==> src/rtl/flashFePkg.sv <==
package flashFePkg;

  typedef enum logic [2:0] {
    PH_IDLE,
    PH_OPCODE,
    PH_ADDR,
    PH_DATA,
    PH_DROP
  } phase_t;

  typedef struct packed {
    logic clearBits;
    logic shiftAddr;
    logic loadPtr;
    logic writeByte;
    logic issueProg;
    logic bufSel;
    logic eraseFirst;
  } feStrobe_t;

  localparam logic [7:0] OP_LOAD_ONE   = 8'h84;
  localparam logic [7:0] OP_LOAD_TWO   = 8'h87;
  localparam logic [7:0] OP_ERPRG_ONE  = 8'h83;
  localparam logic [7:0] OP_ERPRG_TWO  = 8'h86;
  localparam logic [7:0] OP_PRG_ONE    = 8'h88;
  localparam logic [7:0] OP_PRG_TWO    = 8'h89;

endpackage

==> src/rtl/feSampler.sv <==
module feSampler #(
  parameter int SYNC_STAGES = 2
) (
  input  logic clk,
  input  logic rstN,
  input  logic sckIn,
  input  logic csNIn,
  input  logic siIn,
  output logic sckRise,
  output logic csRise,
  output logic csFall,
  output logic csActive,
  output logic siBit
);
  localparam int TOP = SYNC_STAGES - 1;

  logic [TOP:0] sckPipe;
  logic [TOP:0] csPipe;
  logic [TOP:0] siPipe;
  logic         sckLast;
  logic         csLast;

  always_ff @(posedge clk or negedge rstN) begin
    if (!rstN) begin
      sckPipe <= '0;
      csPipe  <= '1;
      siPipe  <= '0;
      sckLast <= 1'b0;
      csLast  <= 1'b1;
    end else begin
      sckPipe <= {sckPipe[TOP-1:0], sckIn};
      csPipe  <= {csPipe[TOP-1:0], csNIn};
      siPipe  <= {siPipe[TOP-1:0], siIn};
      sckLast <= sckPipe[TOP];
      csLast  <= csPipe[TOP];
    end
  end

  assign sckRise  = sckPipe[TOP] & ~sckLast;
  assign csRise   = csPipe[TOP] & ~csLast;
  assign csFall   = ~csPipe[TOP] & csLast;
  assign csActive = ~csPipe[TOP];
  assign siBit    = siPipe[TOP];

endmodule

==> src/rtl/feDatapath.sv <==
module feDatapath
  import flashFePkg::*;
#(
  parameter int BIG_BYTES = 528,
  parameter int OFFSET_W  = 10,
  parameter int PAGE_W    = 13
) (
  input  logic                clk,
  input  logic                rstN,
  input  logic                sckRise,
  input  logic                csActive,
  input  logic                siBit,
  input  logic                pageMode528,
  input  feStrobe_t           strobe,
  output logic                byteDone,
  output logic [7:0]          byteNow,
  output logic                bufWrEn,
  output logic                bufWrSel,
  output logic [OFFSET_W-1:0] bufWrAddr,
  output logic [7:0]          bufWrData,
  output logic                progValid,
  output logic                progBufSel,
  output logic                progErase,
  output logic [PAGE_W-1:0]   progPage
);
  localparam int ADDR_USED = OFFSET_W + PAGE_W;
  localparam int HOLD_W    = ADDR_USED - 8;
  localparam logic [OFFSET_W-1:0] BIG_LAST   = OFFSET_W'(BIG_BYTES - 1);
  localparam logic [OFFSET_W-1:0] SMALL_LAST = OFFSET_W'((1 << (OFFSET_W - 1)) - 1);

  logic [2:0]           bitCnt;
  logic [7:0]           shReg;
  logic [HOLD_W-1:0]    addrHold;
  logic [OFFSET_W-1:0]  ptr;
  logic [OFFSET_W-1:0]  ptrNext;
  logic [OFFSET_W-1:0]  lastIdx;
  logic                 modeHold;
  logic [PAGE_W-1:0]    pageHold;
  logic [ADDR_USED-1:0] fullAddr;
  logic [OFFSET_W-1:0]  startOff;
  logic [PAGE_W-1:0]    pageNow;

  assign byteNow  = {shReg[6:0], siBit};
  assign byteDone = sckRise & csActive & (bitCnt == 3'd7);
  assign fullAddr = {addrHold, byteNow};

  always_comb begin
    if (pageMode528) begin
      startOff = fullAddr[OFFSET_W-1:0];
      pageNow  = fullAddr[OFFSET_W +: PAGE_W];
    end else begin
      startOff = {1'b0, fullAddr[OFFSET_W-2:0]};
      pageNow  = fullAddr[OFFSET_W-1 +: PAGE_W];
    end
  end

  assign lastIdx = modeHold ? BIG_LAST : SMALL_LAST;
  assign ptrNext = (ptr >= lastIdx) ? '0 : ptr + 1'b1;

  always_ff @(posedge clk or negedge rstN) begin
    if (!rstN) begin
      bitCnt <= '0;
      shReg  <= '0;
    end else if (strobe.clearBits) begin
      bitCnt <= '0;
    end else if (sckRise && csActive) begin
      bitCnt <= bitCnt + 3'd1;
      shReg  <= byteNow;
    end
  end

  always_ff @(posedge clk or negedge rstN) begin
    if (!rstN) begin
      addrHold <= '0;
      ptr      <= '0;
      modeHold <= 1'b1;
      pageHold <= '0;
    end else if (strobe.shiftAddr) begin
      addrHold <= {addrHold[HOLD_W-9:0], byteNow};
    end else if (strobe.loadPtr) begin
      ptr      <= startOff;
      modeHold <= pageMode528;
      pageHold <= pageNow;
    end else if (strobe.writeByte) begin
      ptr      <= ptrNext;
    end
  end

  always_ff @(posedge clk or negedge rstN) begin
    if (!rstN) begin
      bufWrEn    <= 1'b0;
      bufWrSel   <= 1'b0;
      bufWrAddr  <= '0;
      bufWrData  <= '0;
      progValid  <= 1'b0;
      progBufSel <= 1'b0;
      progErase  <= 1'b0;
      progPage   <= '0;
    end else begin
      bufWrEn   <= strobe.writeByte;
      progValid <= strobe.issueProg;
      if (strobe.writeByte) begin
        bufWrSel  <= strobe.bufSel;
        bufWrAddr <= ptr;
        bufWrData <= byteNow;
      end
      if (strobe.issueProg) begin
        progBufSel <= strobe.bufSel;
        progErase  <= strobe.eraseFirst;
        progPage   <= pageHold;
      end
    end
  end

endmodule

==> src/rtl/feControl.sv <==
module feControl
  import flashFePkg::*;
#(
  parameter int ADDR_BYTES = 3
) (
  input  logic       clk,
  input  logic       rstN,
  input  logic       csRise,
  input  logic       csFall,
  input  logic       byteDone,
  input  logic [7:0] byteNow,
  input  logic       busy,
  output feStrobe_t  strobe
);
  localparam int CNT_W = $clog2(ADDR_BYTES);
  localparam logic [CNT_W-1:0] LAST_ADDR = CNT_W'(ADDR_BYTES - 1);

  phase_t           phase;
  logic             isProg;
  logic             bufSelR;
  logic             eraseR;
  logic [CNT_W-1:0] addrCnt;

  always_comb begin
    strobe            = '0;
    strobe.bufSel     = bufSelR;
    strobe.eraseFirst = eraseR;
    if (csRise) begin
      strobe.clearBits = 1'b1;
      strobe.issueProg = (phase == PH_DATA) && isProg && !busy;
    end else if (csFall) begin
      strobe.clearBits = 1'b1;
    end else if (byteDone) begin
      case (phase)
        PH_ADDR: begin
          if (addrCnt == LAST_ADDR) strobe.loadPtr = 1'b1;
          else                      strobe.shiftAddr = 1'b1;
        end
        PH_DATA: strobe.writeByte = !isProg;
        default: ;
      endcase
    end
  end

  always_ff @(posedge clk or negedge rstN) begin
    if (!rstN) begin
      phase   <= PH_IDLE;
      isProg  <= 1'b0;
      bufSelR <= 1'b0;
      eraseR  <= 1'b0;
      addrCnt <= '0;
    end else if (csRise) begin
      phase <= PH_IDLE;
    end else if (csFall) begin
      phase   <= PH_OPCODE;
      addrCnt <= '0;
    end else if (byteDone) begin
      case (phase)
        PH_OPCODE: begin
          phase <= PH_ADDR;
          case (byteNow)
            OP_LOAD_ONE:  begin isProg <= 1'b0; bufSelR <= 1'b0; eraseR <= 1'b0; end
            OP_LOAD_TWO:  begin isProg <= 1'b0; bufSelR <= 1'b1; eraseR <= 1'b0; end
            OP_ERPRG_ONE: begin isProg <= 1'b1; bufSelR <= 1'b0; eraseR <= 1'b1; end
            OP_ERPRG_TWO: begin isProg <= 1'b1; bufSelR <= 1'b1; eraseR <= 1'b1; end
            OP_PRG_ONE:   begin isProg <= 1'b1; bufSelR <= 1'b0; eraseR <= 1'b0; end
            OP_PRG_TWO:   begin isProg <= 1'b1; bufSelR <= 1'b1; eraseR <= 1'b0; end
            default:      phase <= PH_DROP;
          endcase
        end
        PH_ADDR: begin
          if (addrCnt == LAST_ADDR) phase <= PH_DATA;
          else                      addrCnt <= addrCnt + 1'b1;
        end
        default: ;
      endcase
    end
  end

endmodule

==> src/rtl/flashCmdFront.sv <==
module flashCmdFront
  import flashFePkg::*;
#(
  parameter int SYNC_STAGES = 2,
  parameter int BIG_BYTES   = 528,
  parameter int OFFSET_W    = 10,
  parameter int PAGE_W      = 13,
  parameter int ADDR_BYTES  = 3
) (
  input  logic                clk,
  input  logic                rstN,
  input  logic                spiSck,
  input  logic                spiCsN,
  input  logic                spiSi,
  input  logic                pageMode528,
  input  logic                busy,
  output logic                bufWrEn,
  output logic                bufWrSel,
  output logic [OFFSET_W-1:0] bufWrAddr,
  output logic [7:0]          bufWrData,
  output logic                progValid,
  output logic                progBufSel,
  output logic                progErase,
  output logic [PAGE_W-1:0]   progPage
);
  logic       sckRise;
  logic       csRise;
  logic       csFall;
  logic       csActive;
  logic       siBit;
  logic       byteDone;
  logic [7:0] byteNow;
  feStrobe_t  strobe;

  feSampler #(.SYNC_STAGES(SYNC_STAGES)) uSampler (
    .clk(clk), .rstN(rstN), .sckIn(spiSck), .csNIn(spiCsN), .siIn(spiSi),
    .sckRise(sckRise), .csRise(csRise), .csFall(csFall),
    .csActive(csActive), .siBit(siBit)
  );

  feControl #(.ADDR_BYTES(ADDR_BYTES)) uControl (
    .clk(clk), .rstN(rstN), .csRise(csRise), .csFall(csFall),
    .byteDone(byteDone), .byteNow(byteNow), .busy(busy), .strobe(strobe)
  );

  feDatapath #(.BIG_BYTES(BIG_BYTES), .OFFSET_W(OFFSET_W), .PAGE_W(PAGE_W)) uData (
    .clk(clk), .rstN(rstN), .sckRise(sckRise), .csActive(csActive),
    .siBit(siBit), .pageMode528(pageMode528), .strobe(strobe),
    .byteDone(byteDone), .byteNow(byteNow),
    .bufWrEn(bufWrEn), .bufWrSel(bufWrSel), .bufWrAddr(bufWrAddr),
    .bufWrData(bufWrData), .progValid(progValid), .progBufSel(progBufSel),
    .progErase(progErase), .progPage(progPage)
  );

endmodule

==> config.mk <==
export PLATFORM = sky130hd
export DESIGN_NAME = flashCmdFront
export DESIGN_NICKNAME = d
export VERILOG_FILES = /design/src/rtl/flashFePkg.sv /design/src/rtl/feSampler.sv /design/src/rtl/feDatapath.sv /design/src/rtl/feControl.sv /design/src/rtl/flashCmdFront.sv
export SDC_FILE = /design/constraint.sdc
export NUM_CORES = 1
export LEC_CHECK = 0
export ABC_AREA = 1
export BUFFER_PORTS_ARGS = -buffer_cell sky130_fd_sc_hd__buf_2
export CAP_MARGIN = 20
export CORE_MARGIN = 1.5
export CORE_UTILIZATION = 45
export CTS_CLUSTER_DIAMETER = 40
export DETAILED_ROUTE_END_ITERATION = 16
export PLACE_DENSITY = 0.59
export SLEW_MARGIN = 20
export SYNTH_ARGS = -nofsm -noshare
export SYNTH_HDL_FRONTEND = slang
export SYNTH_SLANG_ARGS = --single-unit
==> constraint.sdc <==
create_clock -name clk -period 2.3 [get_ports clk]
set_input_delay 0.23 -clock clk [delete_from_list [all_inputs] [get_ports clk]]
set_output_delay 0.23 -clock clk [all_outputs]
set_load 0.01 [all_outputs]
==> results.json, run 1 <==
{
  "outcome": "finished clean",
  "netlist_instances": 554,
  "sequential_fraction_of_the_synthesis_area": 0.531,
  "final_core_utilization": 0.518,
  "drive_above_1_share": 0.167,
  "peakVddDrop_mv": 0.276,
  "floorplan.io_pins": 43,
  "cts.root.buffer_cell": "clkbuf_8",
  "p_sw_frac": 0.250,
  "wirelength_um": 9490,
  "number_of_antenna_violations_at_the_first_check_in_global_routing": 0,
  "antenna_cells": 0,
  "hpwl_um": 6760,
  "drt-vias-per-instance": 4.90,
  "cp-end-kind": "flip-flop",
  "synthFlopType": "dfrtp_1",
  "power_per_cell_area_nw_per_um2": 600,
  "grt_pass1_vias": 3406,
  "layout-area-overhead-vs-synth_pct": 12.1,
  "setup.reg_to_reg.worst_slack_ps": 260,
  "tritoncts_num_sinks": 101,
  "ctsHtreeMaxLevel": 3,
  "finalNetCount": 619,
  "final_setup_fails": 0,
  "floorplan.rows": 37,
  "synth_area_per_cell_um2": 8.62,
  "timing.slew.headroom": 0.667,
  "static-leakage-power_nw": 2.88,
  "port_buffers": 42,
  "hold_path.startpoint": "pageMode528",
  "regToRegEndpoint": "uData.ptr[0]$_DFFE_PN0P_",
  "floorplan.core_area_um2": 10300,
  "post-route-drc-count": 0,
  "hold_path_depth": 3,
  "power.share.sequential": 0.581,
  "postCtsResizedCells": 0,
  "final.period_utilization": 0.885,
  "detailedRoute.firstIterationViolations": 198,
  "synth_edf_count": 0,
  "worst_r2r_path_depth": 11,
  "rr_startpoint": "uData.modeHold$_DFFE_PN1P_",
  "p_switching_uw": 802,
  "share_comb_of_total_power": 0.061,
  "netlist_top_cells_area": "dfrtp_1 51%, nand2_1 11%, o21ai_0 6.2%",
  "critical_path_required_ps": 2580,
  "mappedNetlistNets": 573,
  "clock.fmax_mhz": 491,
  "clock_network_fraction_of_total_power": 0.358,
  "ys.warnings.count": 0,
  "cp_slowest_stage_delay_ps": 600,
  "clk_latency_ps": 360,
  "setup.worst_path.class": "reg2reg",
  "min_clock_period_post_route_ps": 2040,
  "synthDominantAreaCellType": "dfrtp_1",
  "tightestPinTransition_ps": 500,
  "fin_skew_ps": 9.98,
  "grt_use_total": 0.185,
  "avgRoutedWirePerCell_um": 12.8,
  "floorplan.die_area_um2": 11200,
  "synth.cell_area_um2": 4770,
  "cts_made_buffers": 9,
  "routed-via-count": 3628,
  "worstHoldEndpoint": "uData.modeHold$_DFFE_PN1P_",
  "holdWs_ps": 303,
  "slew_violations": 0,
  "async_flop_share": 1.00,
  "grt_start_max_net_pins": 65,
  "path_cells": "inv_1, ha_1, nand2_1, inv_1, nand2_1, nand2_1, inv_1, nand2_1, nor2_2, nand3_1, a21oi_1",
  "dieWidth_um": 106,
  "drt_first_pass_iters": 5,
  "rsz0062_at_grt": "no",
  "placement.cell_area_um2": 5110,
  "max_cap_viols": 0,
  "layout.cell_area.non_filler_um2": 5350,
  "min_path_type": "in2reg",
  "cts.clk_slew.worst_paths_ps": 90,
  "signal_arrival_time_at_the_worst_endpoint_ps": 2320,
  "netlist-cell-type-count": 33,
  "cpMaxStageDelayCell": "dfstp_2",
  "timing.critical_path.from_type": "flip-flop",
  "fp.dieH_um": 106,
  "gpl.final_weighted_congestion": 0.861,
  "worst_path_most_repeated_cell": "nand2_1",
  "ant_nets": 0,
  "synthDominantCellAreaShare": 0.509,
  "global_route.overflow_total": 0,
  "tritoncts": "done",
  "power.internal_mw": 2.41,
  "totalNegativeSetupSlack_ps": 0,
  "timing.final.hold_violations": 0,
  "clk_path_buf_depth": 2,
  "worstPathMaxFanout": 9,
  "grt_first_pass_wirelength_um": 16400,
  "postSynthRegisterBits": 101,
  "initial_utilization": 0.462
}
[layout make-up]
class,instances,area (µm²)
clock buffers,11,141
clock inverters,5,60.1
fillers,1008,4970
inverters,79,297
multi-input cells,357,1840
flip-flops and latches,101,2530
well taps,136,170
repair buffers,52,310
[stage by stage]
step | setup WS, ps | cells | power [mW]
2_1_floorplan | 552 | 554 | 1.99
3_3_place_gp | 405 | 721 | 2.09
3_5_place_dp | 302 | 721 | 2.09
4_1_cts | 279 | 741 | 3.25
5_1_grt | 82.1 | 741 | 3.36
6_report | 264 | 741 | 3.21
[how the worst max path moves through the flow]
stage / from / end / slack, ps / depth (start not counted)
floorplan: uData.modeHold$_DFFE_PN1P_ / uData.ptr[2]$_DFFE_PN0P_ / 550 / 11
global placement: uData.modeHold$_DFFE_PN1P_ / uData.ptr[2]$_DFFE_PN0P_ / 400 / 11
detailed placement: uData.modeHold$_DFFE_PN1P_ / uData.ptr[0]$_DFFE_PN0P_ / 300 / 11
CTS: uData.modeHold$_DFFE_PN1P_ / uData.ptr[0]$_DFFE_PN0P_ / 280 / 11
global route: uData.modeHold$_DFFE_PN1P_ / uData.ptr[0]$_DFFE_PN0P_ / 80 / 11
finish: uData.modeHold$_DFFE_PN1P_ / uData.ptr[0]$_DFFE_PN0P_ / 260 / 11
[state kept, by name (all words and copies together) (netlist names)]
register,cells
uData.bitCnt,3
uControl.eraseR,1
uData.bufWrData,8
uSampler.sckPipe,2
uData.shReg,7
uControl.isProg,1
uData.bufWrSel,1
uData.pageHold,13
uControl.phase,3
uSampler.sckLast,1
uData.progValid,1
uData.progPage,13
uData.progErase,1
uControl.addrCnt,2
uSampler.csLast,1
uSampler.csPipe,2
uData.progBufSel,1
uData.addrHold,15
uSampler.siPipe,2
uData.bufWrEn,1
uControl.bufSelR,1
uData.ptr,10
uData.modeHold,1
uData.bufWrAddr,10
[power groups by stage]
stage	combinational [mW]	sequential, mW	clock (mW)
after global routing	0.227	1.87	1.27
after detailed placement	0.194	1.90	0
after CTS	0.200	1.86	1.19
after floorplan	0.104	1.89	0
final	0.196	1.86	1.15
after global placement	0.189	1.90	0
[synth_stat cells, types with 2 or more instances]
cell type and number:
nand3_1 25, nor2_8 2, mux2_2 6, buf_2 8, inv_2 7, nand3_2 4
dfstp_2 4, o21ai_0 59, a21oi_1 20, nor3_1 4, a21oi_2 3, clkbuf_1 2
o21ai_1 21, nand4_1 5, nor2_2 5, buf_6 4, nand2_1 146, dfrtp_1 97
clkbuf_2 2, nor2_1 31, inv_1 72, xor2_1 4, nor2_4 2, ha_1 12
[kinds of logic (layout without fill, tap and decap cells)]
family / after synthesis / count (layout) / synth area share
AOI/OAI and AO/OA: 105 / 105 / 0.115
xor gates and xnor gates: 4 / 4 / 0.00734
adders and majority gates: 12 / 12 / 0.0315
buffers and inverters: 96 / 147 / 0.0844
DFF: 101 / 101 / 0.531
muxes: 6 / 6 / 0.0142
and+or+nand+nor: 230 / 230 / 0.217
[per-layer routing]
layer / wire [µm] / GRT usage / up-vias
met3: 415 / 0.0423 / 16
met5: 0 / 0 / -
li1: - / - / 1860
met1: 4870 / 0.274 / 1675
met4: 202 / 0.0714 / 0
met2: 4000 / 0.263 / 77
[critical path: cells and delay by family (launching register included)]
family / cells / cell delay (ps)
adder cells (fa/ha/maj): 1 / 330
flip-flops: 1 / 600
AND/OR/NAND/NOR: 6 / 700
AO/OA/AOI/OAI: 1 / 150
buffers and inverters: 3 / 190
[what timing repair did]
action	4_1_cts	5_1_grt
hold buffers	4	0
hold endpoints to repair	37	0
buffers inserted	0	0
[cell usage in the layout, fill, tap and decap left out, drive strengths merged]
master / instances
nand2: 148
dfrtp: 97
o21ai: 81
inv: 79
buf: 48
nor2: 40
nand3: 30
a21oi: 23
ha: 12
clkbuf: 11
mux2: 6
nand4: 6
nor3: 4
xor2: 4
dlygate4sd3: 4
dfstp: 4
clkinv: 3
nor3b: 1
a31oi: 1
nand2b: 1
clkinvlp: 1
bufinv: 1
Power figures use the tool's default switching activity.
==> inputs of run 2 (changes only) <==
--- a/config.mk
+++ b/config.mk
@@ -12,7 +12,9 @@
 export CORE_UTILIZATION = 45
 export CTS_CLUSTER_DIAMETER = 40
 export DETAILED_ROUTE_END_ITERATION = 16
+export HOLD_SLACK_MARGIN = 0.03
 export PLACE_DENSITY = 0.59
+export REMOVE_ABC_BUFFERS = 1
 export SLEW_MARGIN = 20
 export SYNTH_ARGS = -nofsm -noshare
 export SYNTH_HDL_FRONTEND = slang
==> run 2 against run 1 <==
Total power grew 1.5%. Flip-flop and latch count is the same. Hold slack gained 55 ps. Critical endpoint is now uData.ptr[4]$_DFFE_PN0P_. Clock power grew 4%. Non-clock buffer count grew 2. Clock skew is essentially flat. Core utilization grew 0.21 points. Global-route usage is essentially flat. First-iteration DRC count shrank 15%. Via count grew 0.36%. Highest routed layer unchanged. Routed wire length grew 1.9%. Final cell count grew 0.27%.
==> results.json, run 2 (synthesis gave the netlist of run 1 again) <==
{
  "drt_first_pass_iters": 5,
  "floorplan.rows": 37,
  "floorplan.die_area_um2": 11200,
  "grt_start_max_net_pins": 51,
  "cp_slowest_stage_delay_ps": 600,
  "cts.root.buffer_cell": "clkbuf_8",
  "totalNegativeSetupSlack_ps": 0,
  "final_common_cell": "nand2_1",
  "cpMaxStageDelayCell": "dfstp_2",
  "detailedRoute.firstIterationViolations": 169,
  "initial_utilization": 0.462,
  "ctsHtreeMaxLevel": 3,
  "critical_path_required_ps": 2600,
  "timing.slew.headroom": 0.559,
  "layout_top_registers": "uData.addrHold: 15 flops, uData.pageHold: 13 flops, uData.progPage: 13 flops",
  "worst_r2r_path_depth": 11,
  "outcome": "finished clean",
  "routed-via-count": 3641,
  "signal_arrival_time_at_the_worst_endpoint_ps": 2350,
  "floorplan.io_pins": 43,
  "ant_nets": 0,
  "route.met3.wl_um": 283,
  "rr_startpoint": "uData.modeHold$_DFFE_PN1P_",
  "dieWidth_um": 106,
  "max_cap_viols": 0,
  "hpwl_um": 6830,
  "drt-vias-per-instance": 4.90,
  "placed_cells_incl_taps": 723,
  "postCtsResizedCells": 0,
  "layout.cells.non_filler": 743,
  "post-route-drc-count": 0,
  "wirelength_um": 9670,
  "min_path_type": "reg2reg",
  "global_route.overflow_total": 0,
  "floorplan.core_area_um2": 10300,
  "cts.clk_slew.worst_paths_ps": 100,
  "peakVddDrop_mv": 0.309,
  "regToRegEndpoint": "uData.ptr[4]$_DFFE_PN0P_",
  "fp.dieH_um": 106,
  "slew_violations": 0,
  "timing.critical_path.max_delay_family": "simple AND/OR/NAND/NOR gates",
  "fin_skew_ps": 10.0,
  "setup.worst_path.start": "uData.modeHold$_DFFE_PN1P_",
  "grt_pass1_vias": 3408,
  "largest_register": "uData.addrHold",
  "setup.worst_path.class": "reg2reg",
  "final_setup_fails": 0,
  "wl_met2_um": 4440,
  "port_buffers": 42,
  "static-leakage-power_nw": 2.89,
  "wirelength_met1_um": 4780,
  "antenna_cells": 0,
  "clock.fmax_mhz": 490,
  "final.period_utilization": 0.887,
  "setup.reg_to_reg.worst_slack_ps": 260,
  "number_of_antenna_violations_at_the_first_check_in_global_routing": 0,
  "drive_above_1_share": 0.171,
  "power_per_cell_area_nw_per_um2": 606,
  "worstPathBufferInverterCount": 3,
  "tritoncts": "done",
  "cts_made_buffers": 9,
  "clk_path_buf_depth": 2,
  "crit_end": "uData.ptr[4]$_DFFE_PN0P_",
  "grt_first_pass_wirelength_um": 16200,
  "dr.max_layer_used": "met4",
  "layout-area-overhead-vs-synth_pct": 12.5,
  "tritoncts_num_sinks": 101,
  "finalNetCount": 621,
  "tightestPinTransition_ps": 662,
  "path_depth": 11,
  "largest_register_ffs": 15,
  "timing.final.hold_violations": 0,
  "worstPathMaxFanout": 9,
  "gpl.final_weighted_congestion": 0.868,
  "post-place-ws_ps": 294,
  "min_clock_period_post_route_ps": 2040,
  "rsz0062_at_grt": "no",
  "path_cells": "inv_1, ha_1, nand2_1, inv_1, nand2_1, nand2_1, inv_1, nand2_1, nor2_2, nand3_1, a21oi_2",
  "avgRoutedWirePerCell_um": 13.0,
  "clk_latency_ps": 370,
  "layout.cells.most_common_list": "146 x nand2_1, 97 x dfrtp_1, 72 x inv_1",
  "final_critical_path_setup_slack_ps": 259,
  "timing.critical_path.from_type": "flip-flop",
  "grt_use_total": 0.185,
  "worst_path_most_repeated_cell": "nand2_1",
  "cp-end-kind": "flip-flop"
}
-- run 2: cell count changes in the layout (fill, tap and decap cells not counted), sizes merged --
cell / previous run / this run
clkbuf: 11 / 9
clkinvlp: 1 / 3
clkinv: 3 / 1
inv: 79 / 81
buf: 48 / 50
-- run 2: how the worst min path moves through the flow --
stage	to	startpoint	depth (start not counted)	slack (ps)
2_1_floorplan	uControl.addrCnt[0]$_DFFE_PN0P_	rstN	0	-70
3_3_place_gp	uData.progPage[4]$_DFFE_PN0P_	rstN	1	300
3_5_place_dp	uData.progPage[12]$_DFFE_PN0P_	rstN	1	310
4_1_cts	uData.modeHold$_DFFE_PN1P_	pageMode528	3	360
5_1_grt	uSampler.sckPipe[1]$_DFF_PN0_	uSampler.sckPipe[0]$_DFF_PN0_	0	370
6_report	uSampler.sckPipe[1]$_DFF_PN0_	uSampler.sckPipe[0]$_DFF_PN0_	0	360
-- run 2: through the flow --
stage	power [mW]	hold WS (ps)	cell area, µm²	utilization
detailed placement	2.09	307	5120	0.496
CTS	3.30	357	5370	0.520
floorplan	1.99	-65.6	4670	-
global route	3.41	366	5370	0.520
finish	3.26	358	5370	0.520
global placement	2.08	305	5120	0.496
-- run 2: final cells by class --
| cell class | instances | area [µm²] |
|---|---|---|
| clock buffers | 9 | 124 |
| clock inverters | 7 | 83.8 |
| fillers | 991 | 4950 |
| inverters | 79 | 297 |
| multi-input cells | 357 | 1840 |
| flip-flops and latches | 101 | 2530 |
| well taps | 136 | 170 |
| repair buffers | 54 | 325 |
-- run 2: what timing repair did --
action / 4_1_cts / 5_1_grt
hold endpoints to repair: 50 / 0
hold buffers: 4 / 0
setup endpoints to repair: 0 / 0
buffers inserted: 0 / 0
-- run 2: where the power goes --
part | leakage [nW] | internal, mW | switching [mW]
logic | 1.42 | 0.0528 | 0.138
registers | 1.38 | 1.82 | 0.0445
clock network | 0.0955 | 0.520 | 0.679
total | 2.89 | 2.39 | 0.862
-- run 2: layer usage --
layer | GRT usage | vias to the layer above
met2 | 0.289 | 67
met1 | 0.256 | 1705
li1 | - | 1857
met3 | 0.0300 | 12
met4 | 0.0782 | 0
met5 | 0 | -
